[src/rtl/keyed_tb_pkg.sv]
package keyed_tb_pkg;
  localparam int ADDR_W   = 12;
  localparam int CTL_W    = 16;
  localparam int SYNC_BIT = 8;

  localparam logic [ADDR_W-1:0] A_STBY = 12'h481;
  localparam logic [ADDR_W-1:0] A_KEY  = 12'h483;
  localparam logic [ADDR_W-1:0] A_CNT  = 12'h484;
  localparam logic [ADDR_W-1:0] A_CTL  = 12'h488;

  localparam logic [7:0] KEY_FIRST  = 8'hA5;
  localparam logic [7:0] KEY_SECOND = 8'h5A;

  localparam logic [1:0] SZ_BYTE = 2'd0;

  typedef enum logic {KEY_IDLE, KEY_HALF} key_state_e;

  typedef struct packed {
    logic stby_wr;
    logic stby_rd;
    logic key_wr;
    logic ctl_lo_wr;
    logic ctl_hi_wr;
    logic rd_en;
    logic size_err;
  } dec_t;
endpackage

[src/rtl/keyed_tb_regif.sv]
module keyed_tb_regif
  import keyed_tb_pkg::*;
(
  input  logic              req_i,
  input  logic              we_i,
  input  logic [ADDR_W-1:0] addr_i,
  input  logic [1:0]        size_i,
  output dec_t              dec_o
);
  logic byte_only;
  logic size_ok;
  logic bad;

  always_comb begin
    byte_only       = (addr_i == A_STBY) || (addr_i == A_KEY);
    size_ok         = (size_i == SZ_BYTE);
    bad             = req_i && byte_only && !size_ok;
    dec_o.size_err  = bad;
    dec_o.rd_en     = req_i && !we_i && !bad;
    dec_o.stby_wr   = req_i && we_i  && size_ok && (addr_i == A_STBY);
    dec_o.stby_rd   = req_i && !we_i && size_ok && (addr_i == A_STBY);
    dec_o.key_wr    = req_i && we_i  && size_ok && (addr_i == A_KEY);
    dec_o.ctl_lo_wr = req_i && we_i  && (addr_i == A_CTL);
    dec_o.ctl_hi_wr = req_i && we_i  && (addr_i == A_CTL + ADDR_W'(1));
  end
endmodule

[src/rtl/keyed_tb_key_chk.sv]
module keyed_tb_key_chk
  import keyed_tb_pkg::*;
(
  input  logic       clk_i,
  input  logic       rst_ni,
  input  logic       key_wr_i,
  input  logic [7:0] wdata_i,
  output logic       clr_o
);
  key_state_e state_q;

  // clear takes effect on the edge of the second key write
  assign clr_o = key_wr_i && (state_q == KEY_HALF) && (wdata_i == KEY_SECOND);

  always_ff @(posedge clk_i or negedge rst_ni) begin
    if (!rst_ni) begin
      state_q <= KEY_IDLE;
    end else if (key_wr_i) begin
      if (state_q == KEY_IDLE && wdata_i == KEY_FIRST) state_q <= KEY_HALF;
      else                                              state_q <= KEY_IDLE;
    end
  end
endmodule

[src/rtl/keyed_tb_counter.sv]
module keyed_tb_counter #(
  parameter int CNT_W = 32
) (
  input  logic             clk_i,
  input  logic             rst_ni,
  input  logic             clr_i,
  input  logic             hold_i,
  output logic [CNT_W-1:0] cnt_o
);
  always_ff @(posedge clk_i or negedge rst_ni) begin
    if (!rst_ni)      cnt_o <= '0;
    else if (clr_i)   cnt_o <= '0;
    else if (!hold_i) cnt_o <= cnt_o + CNT_W'(1);
  end
endmodule

[src/rtl/keyed_tb_stby.sv]
module keyed_tb_stby #(
  parameter int STBY_DLY = 5
) (
  input  logic       clk_i,
  input  logic       rst_ni,
  input  logic       wr_i,
  input  logic       rd_i,
  input  logic       sync_en_i,
  input  logic       wake_i,
  input  logic [7:0] wdata_i,
  output logic       req_o,
  output logic       pend_o,
  output logic [7:0] mode_o
);
  localparam int DLY_W = $clog2(STBY_DLY + 1);

  logic             armed_q;
  logic [DLY_W-1:0] dly_q;

  always_ff @(posedge clk_i or negedge rst_ni) begin
    if (!rst_ni) mode_o <= '0;
    else if (wr_i) mode_o <= wdata_i;
  end

  always_ff @(posedge clk_i or negedge rst_ni) begin
    if (!rst_ni) begin
      req_o   <= 1'b0;
      armed_q <= 1'b0;
      pend_o  <= 1'b0;
      dly_q   <= '0;
    end else if (wake_i) begin
      req_o   <= 1'b0;
      armed_q <= 1'b0;
      pend_o  <= 1'b0;
    end else begin
      if (wr_i) begin
        if (sync_en_i) armed_q <= 1'b1;
        else           req_o   <= 1'b1;
      end
      if (pend_o) begin
        if (dly_q == '0) begin
          req_o  <= 1'b1;
          pend_o <= 1'b0;
        end else begin
          dly_q <= dly_q - DLY_W'(1);
        end
      end else if (rd_i && armed_q) begin
        // later reads while counting down are dummies
        pend_o  <= 1'b1;
        armed_q <= 1'b0;
        dly_q   <= DLY_W'(STBY_DLY - 1);
      end
    end
  end
endmodule

[src/rtl/keyed_timebase.sv]
module keyed_timebase
  import keyed_tb_pkg::*;
#(
  parameter int CNT_W    = 32,
  parameter int STBY_DLY = 5
) (
  input  logic              clk_i,
  input  logic              rst_ni,
  input  logic              bus_req_i,
  input  logic              bus_we_i,
  input  logic [ADDR_W-1:0] bus_addr_i,
  input  logic [1:0]        bus_size_i,
  input  logic [7:0]        bus_wdata_i,
  output logic [7:0]        bus_rdata_o,
  output logic              bus_err_o,
  input  logic              wake_i,
  output logic              stby_req_o,
  output logic [7:0]        stby_mode_o
);
  localparam int CNT_BYTES = CNT_W / 8;

  dec_t             dec;
  logic             key_clr;
  logic             stby_pend;
  logic [CNT_W-1:0] cnt_q;
  logic [CTL_W-1:0] ctl_q;
  logic             sync_en;
  logic [7:0]       rd_mux;

  keyed_tb_regif u_regif (
    .req_i  (bus_req_i),
    .we_i   (bus_we_i),
    .addr_i (bus_addr_i),
    .size_i (bus_size_i),
    .dec_o  (dec)
  );

  keyed_tb_key_chk u_key (
    .clk_i    (clk_i),
    .rst_ni   (rst_ni),
    .key_wr_i (dec.key_wr),
    .wdata_i  (bus_wdata_i),
    .clr_o    (key_clr)
  );

  keyed_tb_counter #(.CNT_W(CNT_W)) u_cnt (
    .clk_i  (clk_i),
    .rst_ni (rst_ni),
    .clr_i  (key_clr),
    .hold_i (stby_req_o),
    .cnt_o  (cnt_q)
  );

  keyed_tb_stby #(.STBY_DLY(STBY_DLY)) u_stby (
    .clk_i     (clk_i),
    .rst_ni    (rst_ni),
    .wr_i      (dec.stby_wr),
    .rd_i      (dec.stby_rd),
    .sync_en_i (sync_en),
    .wake_i    (wake_i),
    .wdata_i   (bus_wdata_i),
    .req_o     (stby_req_o),
    .pend_o    (stby_pend),
    .mode_o    (stby_mode_o)
  );

  always_ff @(posedge clk_i or negedge rst_ni) begin
    if (!rst_ni) begin
      ctl_q <= '0;
    end else begin
      if (dec.ctl_lo_wr) ctl_q[7:0]  <= bus_wdata_i;
      if (dec.ctl_hi_wr) ctl_q[15:8] <= bus_wdata_i;
    end
  end

  assign sync_en = ctl_q[SYNC_BIT];

  always_comb begin
    rd_mux = '0;
    if (bus_addr_i == A_STBY)               rd_mux = stby_mode_o;
    if (bus_addr_i == A_CTL)                rd_mux = ctl_q[7:0];
    if (bus_addr_i == A_CTL + ADDR_W'(1))   rd_mux = ctl_q[15:8];
    for (int i = 0; i < CNT_BYTES; i++) begin
      if (bus_addr_i == A_CNT + ADDR_W'(i)) rd_mux = cnt_q[8*i +: 8];
    end
  end

  always_ff @(posedge clk_i or negedge rst_ni) begin
    if (!rst_ni) begin
      bus_rdata_o <= '0;
      bus_err_o   <= 1'b0;
    end else begin
      bus_err_o <= dec.size_err;
      if (dec.rd_en) bus_rdata_o <= rd_mux;
    end
  end
endmodule

[config.mk]
export PLATFORM = sky130hd
export DESIGN_NAME = keyed_timebase
export DESIGN_NICKNAME = d
export VERILOG_FILES = /design/src/rtl/keyed_tb_pkg.sv /design/src/rtl/keyed_tb_regif.sv /design/src/rtl/keyed_tb_key_chk.sv /design/src/rtl/keyed_tb_counter.sv /design/src/rtl/keyed_tb_stby.sv /design/src/rtl/keyed_timebase.sv
export SDC_FILE = /design/constraint.sdc
export NUM_CORES = 1
export LEC_CHECK = 0
export BUFFER_PORTS_ARGS = -buffer_cell sky130_fd_sc_hd__buf_2
export CAP_MARGIN = 20
export CORE_MARGIN = 5
export CORE_UTILIZATION = 35
export CTS_BUF_LIST = sky130_fd_sc_hd__clkbuf_4 sky130_fd_sc_hd__clkbuf_8 sky130_fd_sc_hd__clkbuf_16
export DETAILED_ROUTE_END_ITERATION = 6
export GPL_TIMING_DRIVEN = 0
export HOLD_SLACK_MARGIN = 0.08
export PLACE_DENSITY = 0.63
export SLEW_MARGIN = 10
export SYNTH_ARGS = -nofsm -noshare
export SYNTH_HDL_FRONTEND = slang
export SYNTH_SLANG_ARGS = --single-unit
[constraint.sdc]
create_clock -name clk_i -period 2.3 [get_ports clk_i]
set_input_delay 0 -clock clk_i [delete_from_list [all_inputs] [get_ports clk_i]]
set_output_delay 0 -clock clk_i [all_outputs]
set_load 0.02 [all_outputs]
# [After elaboration in Yosys (flattened, before gate mapping)]
# Cells that the tools add are included.
# Widths: inputs -> output; s select.
[totals] register_bits=72 wordCells=78 output_inout_bits=18 input_bits=27
[classes] eq_ne=12 n_bitwise=2 reduce_logical=24 muxes=27 n_addsub=2
[ops] cell="$eq 12x11->1 const B" n=8
[ops] cell="$mux 32" n=2
[ops] cell="$mux 8" n=7
[ops] cell="$add 32x1->32 const B" n=1
[ops] cell="$logic_and 1x1->1" n=16
[ops] cell="$mux 1" n=15
[ops] cell="$mux 3" n=3
[ops] cell="$eq 8x7->1 const B" n=1
[ops] cell="$eq 8x8->1 const B" n=1
[ops] cell="$ne 2x2->1 const B" n=2
[ops] cell="$logic_not 1->1" n=3
[ops] cell="$logic_not 3->1" n=1
[ops] cell="$reduce_and 3->1" n=1
[ops] cell="$sub 3x1->3 const B" n=1
[ops] cell="$logic_not 2->1" n=1
[ops] cell="$not 1->1" n=2
[ops] cell="$reduce_bool 2->1" n=1
[ops] cell="$logic_or 1x1->1" n=1

# [Longest topological paths before layout]
[logic_depth] depth_word=8 mapped_depth=6 ltp_nobuf=6

# [By module]
# Synthesis repeated with hierarchy kept, for this count alone.
[hier_totals] cells_unflattened=392 hier_area_um2=4215.3
[modules_own_cells] module="keyed_tb_counter" seq_area_each_um2=800.8 instances=1 cells_per_inst=182 area_each_um2=1734.2
[modules_own_cells] module="keyed_timebase" seq_area_each_um2=625.6 instances=1 cells_per_inst=136 area_each_um2=1590.3
[modules_own_cells] module="keyed_tb_stby" seq_area_each_um2=350.3 instances=1 cells_per_inst=45 area_each_um2=604.3
[modules_own_cells] module="keyed_tb_regif" seq_area_each_um2=0.0 instances=1 cells_per_inst=20 area_each_um2=180.2
[modules_own_cells] module="keyed_tb_key_chk" seq_area_each_um2=25.0 instances=1 cells_per_inst=9 area_each_um2=106.4

# [Worst setup path before layout]
# No wires, ideal clock.
[synth_timing] kind="register to register" from="register u_stby.req_o" to="register u_cnt.cnt_o[21]" synth_period_minus_slack_ns=2.108 stages_incl_launch_ff=7 setup_ns=0.078 path_buffers=2 arrival_time_ns=2.030 required_ns=2.222 setup_slack_ns=0.192 path_cell_list="dfrtp_1 > buf_6 > nand4b_1 > or4_1 > clkbuf_1 > or4_1 > a21oi_1"
[synth_via] elab_chain_cells=1
[synth_rtl] element="start, declared" line_no="keyed_tb_stby.sv:11" rtl="output logic req_o,"
[synth_rtl] element="start signal, assigned" line_no="keyed_tb_stby.sv:27" rtl="req_o <= 1'b0;"
[synth_rtl] element="start signal, assigned" line_no="keyed_tb_stby.sv:32" rtl="req_o <= 1'b0;"
[synth_rtl] element="start signal, assigned" line_no="keyed_tb_stby.sv:38" rtl="else req_o <= 1'b1;"
[synth_rtl] element="$ne 2x2->1 (no line)"
[synth_rtl] element="end signal, assigned" line_no="keyed_tb_counter.sv:13" rtl="else if (!hold_i) cnt_o <= cnt_o + CNT_W'(1);"
[synth_rtl] element="end, declared" line_no="keyed_tb_counter.sv:8" rtl="output logic [CNT_W-1:0] cnt_o"
# Every way passes these cells.
# A chain may end at the register's enable or synchronous reset.

# [Worst setup path after layout]
[layout_timing] from="register u_stby.req_o" to="register u_cnt.cnt_o[19]"
# Same word-level chain as after synthesis.

==> flow_summary.yaml <==
power:
  power.internal_mw: 2.48
  comb_power_share: 0.119
  p_leak_nw: 2.14
  clkPwrFrac: 0.449
  swShare: 0.253
  totalPowerFinal_mw: 3.32
  peakVddDrop_mv: 0.483
  power.density_nw_per_um2: 674
  pwr-share-seq: 0.433
  p_sw_uw: 842
cells_and_area:
  drive_above_1_share: 0.229
  final_nets: 506
  n_fill_cell: 1098
  antenna_cells: 0
  syn_to_final_growth_pct: 22.1
global_route:
  grt_pass1_wl_mm: 17.9
  use_met1: 0.203
  grt_overflow: 0
  use_met3: 0.0269
  grt_pass1_vias: 3408
  grt-busiest-layer: "met2"
  antenna_found_initial: 0
  grt_usage: 0.157
  grt_max_degree: 51
  use_met2: 0.267
cts:
  root_buffer: "clkbuf_16"
  path_clk_slew_ns: 0.06
  cts_buffer_depth: 2
  cts.htree.levels: 3
  clkLatencyLatePin_ns: 0.33
  cts_buffers: 9
  clock_sinks: 72
  cts_tree: "yes"
sta:
  fmax_mhz: 458
  fin_crit_ns: 2.18
  skew_ns: 0.00479
  tightest_slew_ns: 0.661
  hold_viol: 0
  fin_setup_tns_ns: 0
  setup_slack_ns: 0.116
  slew_viol_final: 0
  slew_headroom: 0.553
  fin_crit_sh: 0.950
  finalSetupViolCount: 0
floorplanning:
  io_pins: 45
  die_area_um2: 13800
  coreArea_um2: 11400
  start_util: 0.355
  dieHeight_um: 117
  die_w_um: 117
  row_count: 39
outcome:
  status: "completed"
worst_setup_path:
  required_ns: 2.56
  cp.arrival_ns: 2.44
  path_max_fanout: 8
  worstSetupPathType: "flip-flop to flip-flop"
  worstSetupEndpointType: "flip-flop"
  cp-start-kind: "flip-flop"
place:
  portBuffers: 43
  post-dp-hpwl_mm: 8.09
  gp_congestion: 0.874
  dp_slack_ns: -0.00295
route:
  via_count: 3544
  drtPass1Iterations: 4
  remaining_drc_errors: 0
  antenna_left: 0
  drt_iter0_markers: 179
  routedWlPerCell_um: 17.5
  wl_mm: 10.9
  vias_per_cell: 5.68
logic_synthesis:
  synth_warnings: 0
  synth_edf_count: 0
  syn-num-nets: 435
  synth_ff_type: "dfrtp_1"
  synth-seq-area-share: 0.446
  synthArstFlopShare: 1.00
  ys_ff_latch: 72
  synth.distinct_cells: 54
  syn_inst: 405
  synth.avg_cell_area_um2: 9.97
  syn_area_um2: 4040
flow_run:
  drv_cap: 0
min_path:
  worstHoldPathType: "input pin to asynchronous set/reset pin"
stage by stage:
| stage | hold WS (ns) | utilization | cell area [um2] | instances |
|---|---|---|---|---|
| 6_report | 0.120 | 0.434 | 4930 | 624 |
| 5_1_grt | 0.166 | 0.434 | 4930 | 624 |
| 4_1_cts | 0.123 | 0.432 | 4910 | 621 |
| 3_5_place_dp | -0.0649 | 0.393 | 4470 | 593 |
| 3_3_place_gp | 0.220 | 0.390 | 4430 | 591 |
| 2_1_floorplan | -0.296 | - | 4040 | 405 |
cell type report:
| class | count | area (um2) | area share |
|---|---|---|---|
| well taps | 143 | 179 | 0.0363 |
| clock inverters | 2 | 35.0 | 0.00710 |
| flip-flops and latches | 72 | 1800 | 0.365 |
| inverters | 9 | 33.8 | 0.00685 |
| plain buffers | 22 | 119 | 0.0241 |
| multi-input cells | 302 | 2080 | 0.423 |
| repair buffers | 60 | 390 | 0.0792 |
| clock buffers | 14 | 288 | 0.0584 |
flip-flops by register name (all words and copies together), names as in the netlist:
signal,flops
u_stby.req_o,1
bus_err_o,1
u_stby.armed_q,1
u_key.state_q,1
u_stby.mode_o,8
u_stby.pend_o,1
u_cnt.cnt_o,32
ctl_q,16
bus_rdata_o,8
u_stby.dly_q,3
Yosys cell counts, types with 2 or more instances:
cell type | number | area share
dfrtp_1 | 72 | 0.45
nor2_1 | 38 | 0.035
a21oi_1 | 29 | 0.036
mux2_2 | 22 | 0.061
nand2_1 | 21 | 0.020
clkbuf_1 | 17 | 0.016
o21ai_0 | 16 | 0.020
or4_1 | 16 | 0.030
o31ai_1 | 15 | 0.028
nand3_1 | 13 | 0.016
nand4_1 | 11 | 0.017
or3_1 | 10 | 0.015
inv_1 | 9 | 0.0084
nor4_1 | 9 | 0.014
xnor2_1 | 9 | 0.020
mux2_4 | 8 | 0.030
o221ai_1 | 8 | 0.017
o31a_1 | 7 | 0.015
nor2b_1 | 6 | 0.0093
or2_2 | 5 | 0.0077
and3b_1 | 4 | 0.0087
and4_1 | 4 | 0.0087
xor2_1 | 4 | 0.0087
a31oi_1 | 3 | 0.0046
ha_1 | 3 | 0.0093
nor3_1 | 3 | 0.0037
nor4b_1 | 3 | 0.0065
nor4bb_1 | 3 | 0.0074
and2_1 | 2 | 0.0031
and3_1 | 2 | 0.0031
buf_6 | 2 | 0.0056
clkbuf_8 | 2 | 0.0068
nand2b_1 | 2 | 0.0031
nand3b_1 | 2 | 0.0037
nand4b_1 | 2 | 0.0043
nand4bb_1 | 2 | 0.0056
o21bai_1 | 2 | 0.0037
o41ai_1 | 2 | 0.0043
or4b_4 | 2 | 0.0068
routing by layer:
layer,vias to the layer above,wire [um]
li1,1672,-
met5,-,0
met1,1773,4820
met4,0,189
met2,86,5500
met3,13,390
logic make-up after synthesis:
family | share of synthesized area
buffers and inverters | 0.0375
adders and majority gates | 0.00930
DFF | 0.446
xor gates and xnor gates | 0.0282
muxes | 0.0936
and+or+nand+nor | 0.241
AOI/OAI and AO/OA | 0.144
power groups by stage:
| stage | sequential [mW] | combinational (mW) | clock (mW) |
|---|---|---|---|
| floorplan | 1.43 | 0.225 | 0 |
| global placement | 1.45 | 0.342 | 0 |
| detailed placement | 1.46 | 0.363 | 0 |
| CTS | 1.44 | 0.380 | 1.51 |
| global route | 1.45 | 0.435 | 1.58 |
| finish | 1.44 | 0.394 | 1.49 |
layout by cell type, fill, tap and decap left out, types with 4 or more instances in the layout:
cell / instances
dfrtp_1: 72
buf_2: 43
nor2_1: 38
a21oi_1: 29
mux2_2: 22
nand2_1: 21
o21ai_0: 16
clkbuf_1: 16
or4_1: 16
o31ai_1: 15
nand3_1: 13
nand4_1: 11
dlygate4sd3_1: 11
or3_1: 10
inv_1: 9
nor4_1: 9
xnor2_1: 9
clkbuf_16: 9
mux2_4: 8
o221ai_1: 8
o31a_1: 7
nor2b_1: 6
clkbuf_8: 6
or2_2: 5
buf_4: 5
and3b_1: 4
and4_1: 4
xor2_1: 4
worst max-delay path, stage by stage, from the launching register on:
cell      delay (ns)
dfrtp_1         0.38
buf_6           0.14
nand4b_1        0.31
or4_1           0.54
clkbuf_1        0.17
or4_1           0.41
a21oi_1         0.16
path summary, 6_finish.rpt:
kind                       cells past startpoint                   startpoint                           to  slack [ns]
min in group clk_i                             4                bus_size_i[0]          bus_err_o$_DFF_PN0_        0.15
max in group asynchronous                      3                       rst_ni        ctl_q[12]$_DFFE_PN0P_        1.62
max                                            6       u_stby.req_o$_DFF_PN0_  u_cnt.cnt_o[19]$_DFFE_PN0P_        0.12
min reg2reg                                    1  u_stby.dly_q[0]$_DFFE_PN0P_  u_stby.dly_q[0]$_DFFE_PN0P_        0.48
max reg2reg                                    6       u_stby.req_o$_DFF_PN0_  u_cnt.cnt_o[19]$_DFFE_PN0P_        0.12
min                                            2                       rst_ni  u_cnt.cnt_o[20]$_DFFE_PN0P_        0.12
repair_timing:
item / CTS / global route
setup endpoints to repair: 1 / 4
gates resized for setup: 0 / 2
pin swaps: 0 / 1
gates cloned: 0 / 0
buffers inserted: 1 / 3
endpoints found under the hold margin: 102 / 0
hold buffers: 11 / 0
Note: power is estimated with default switching activity, not from simulation.
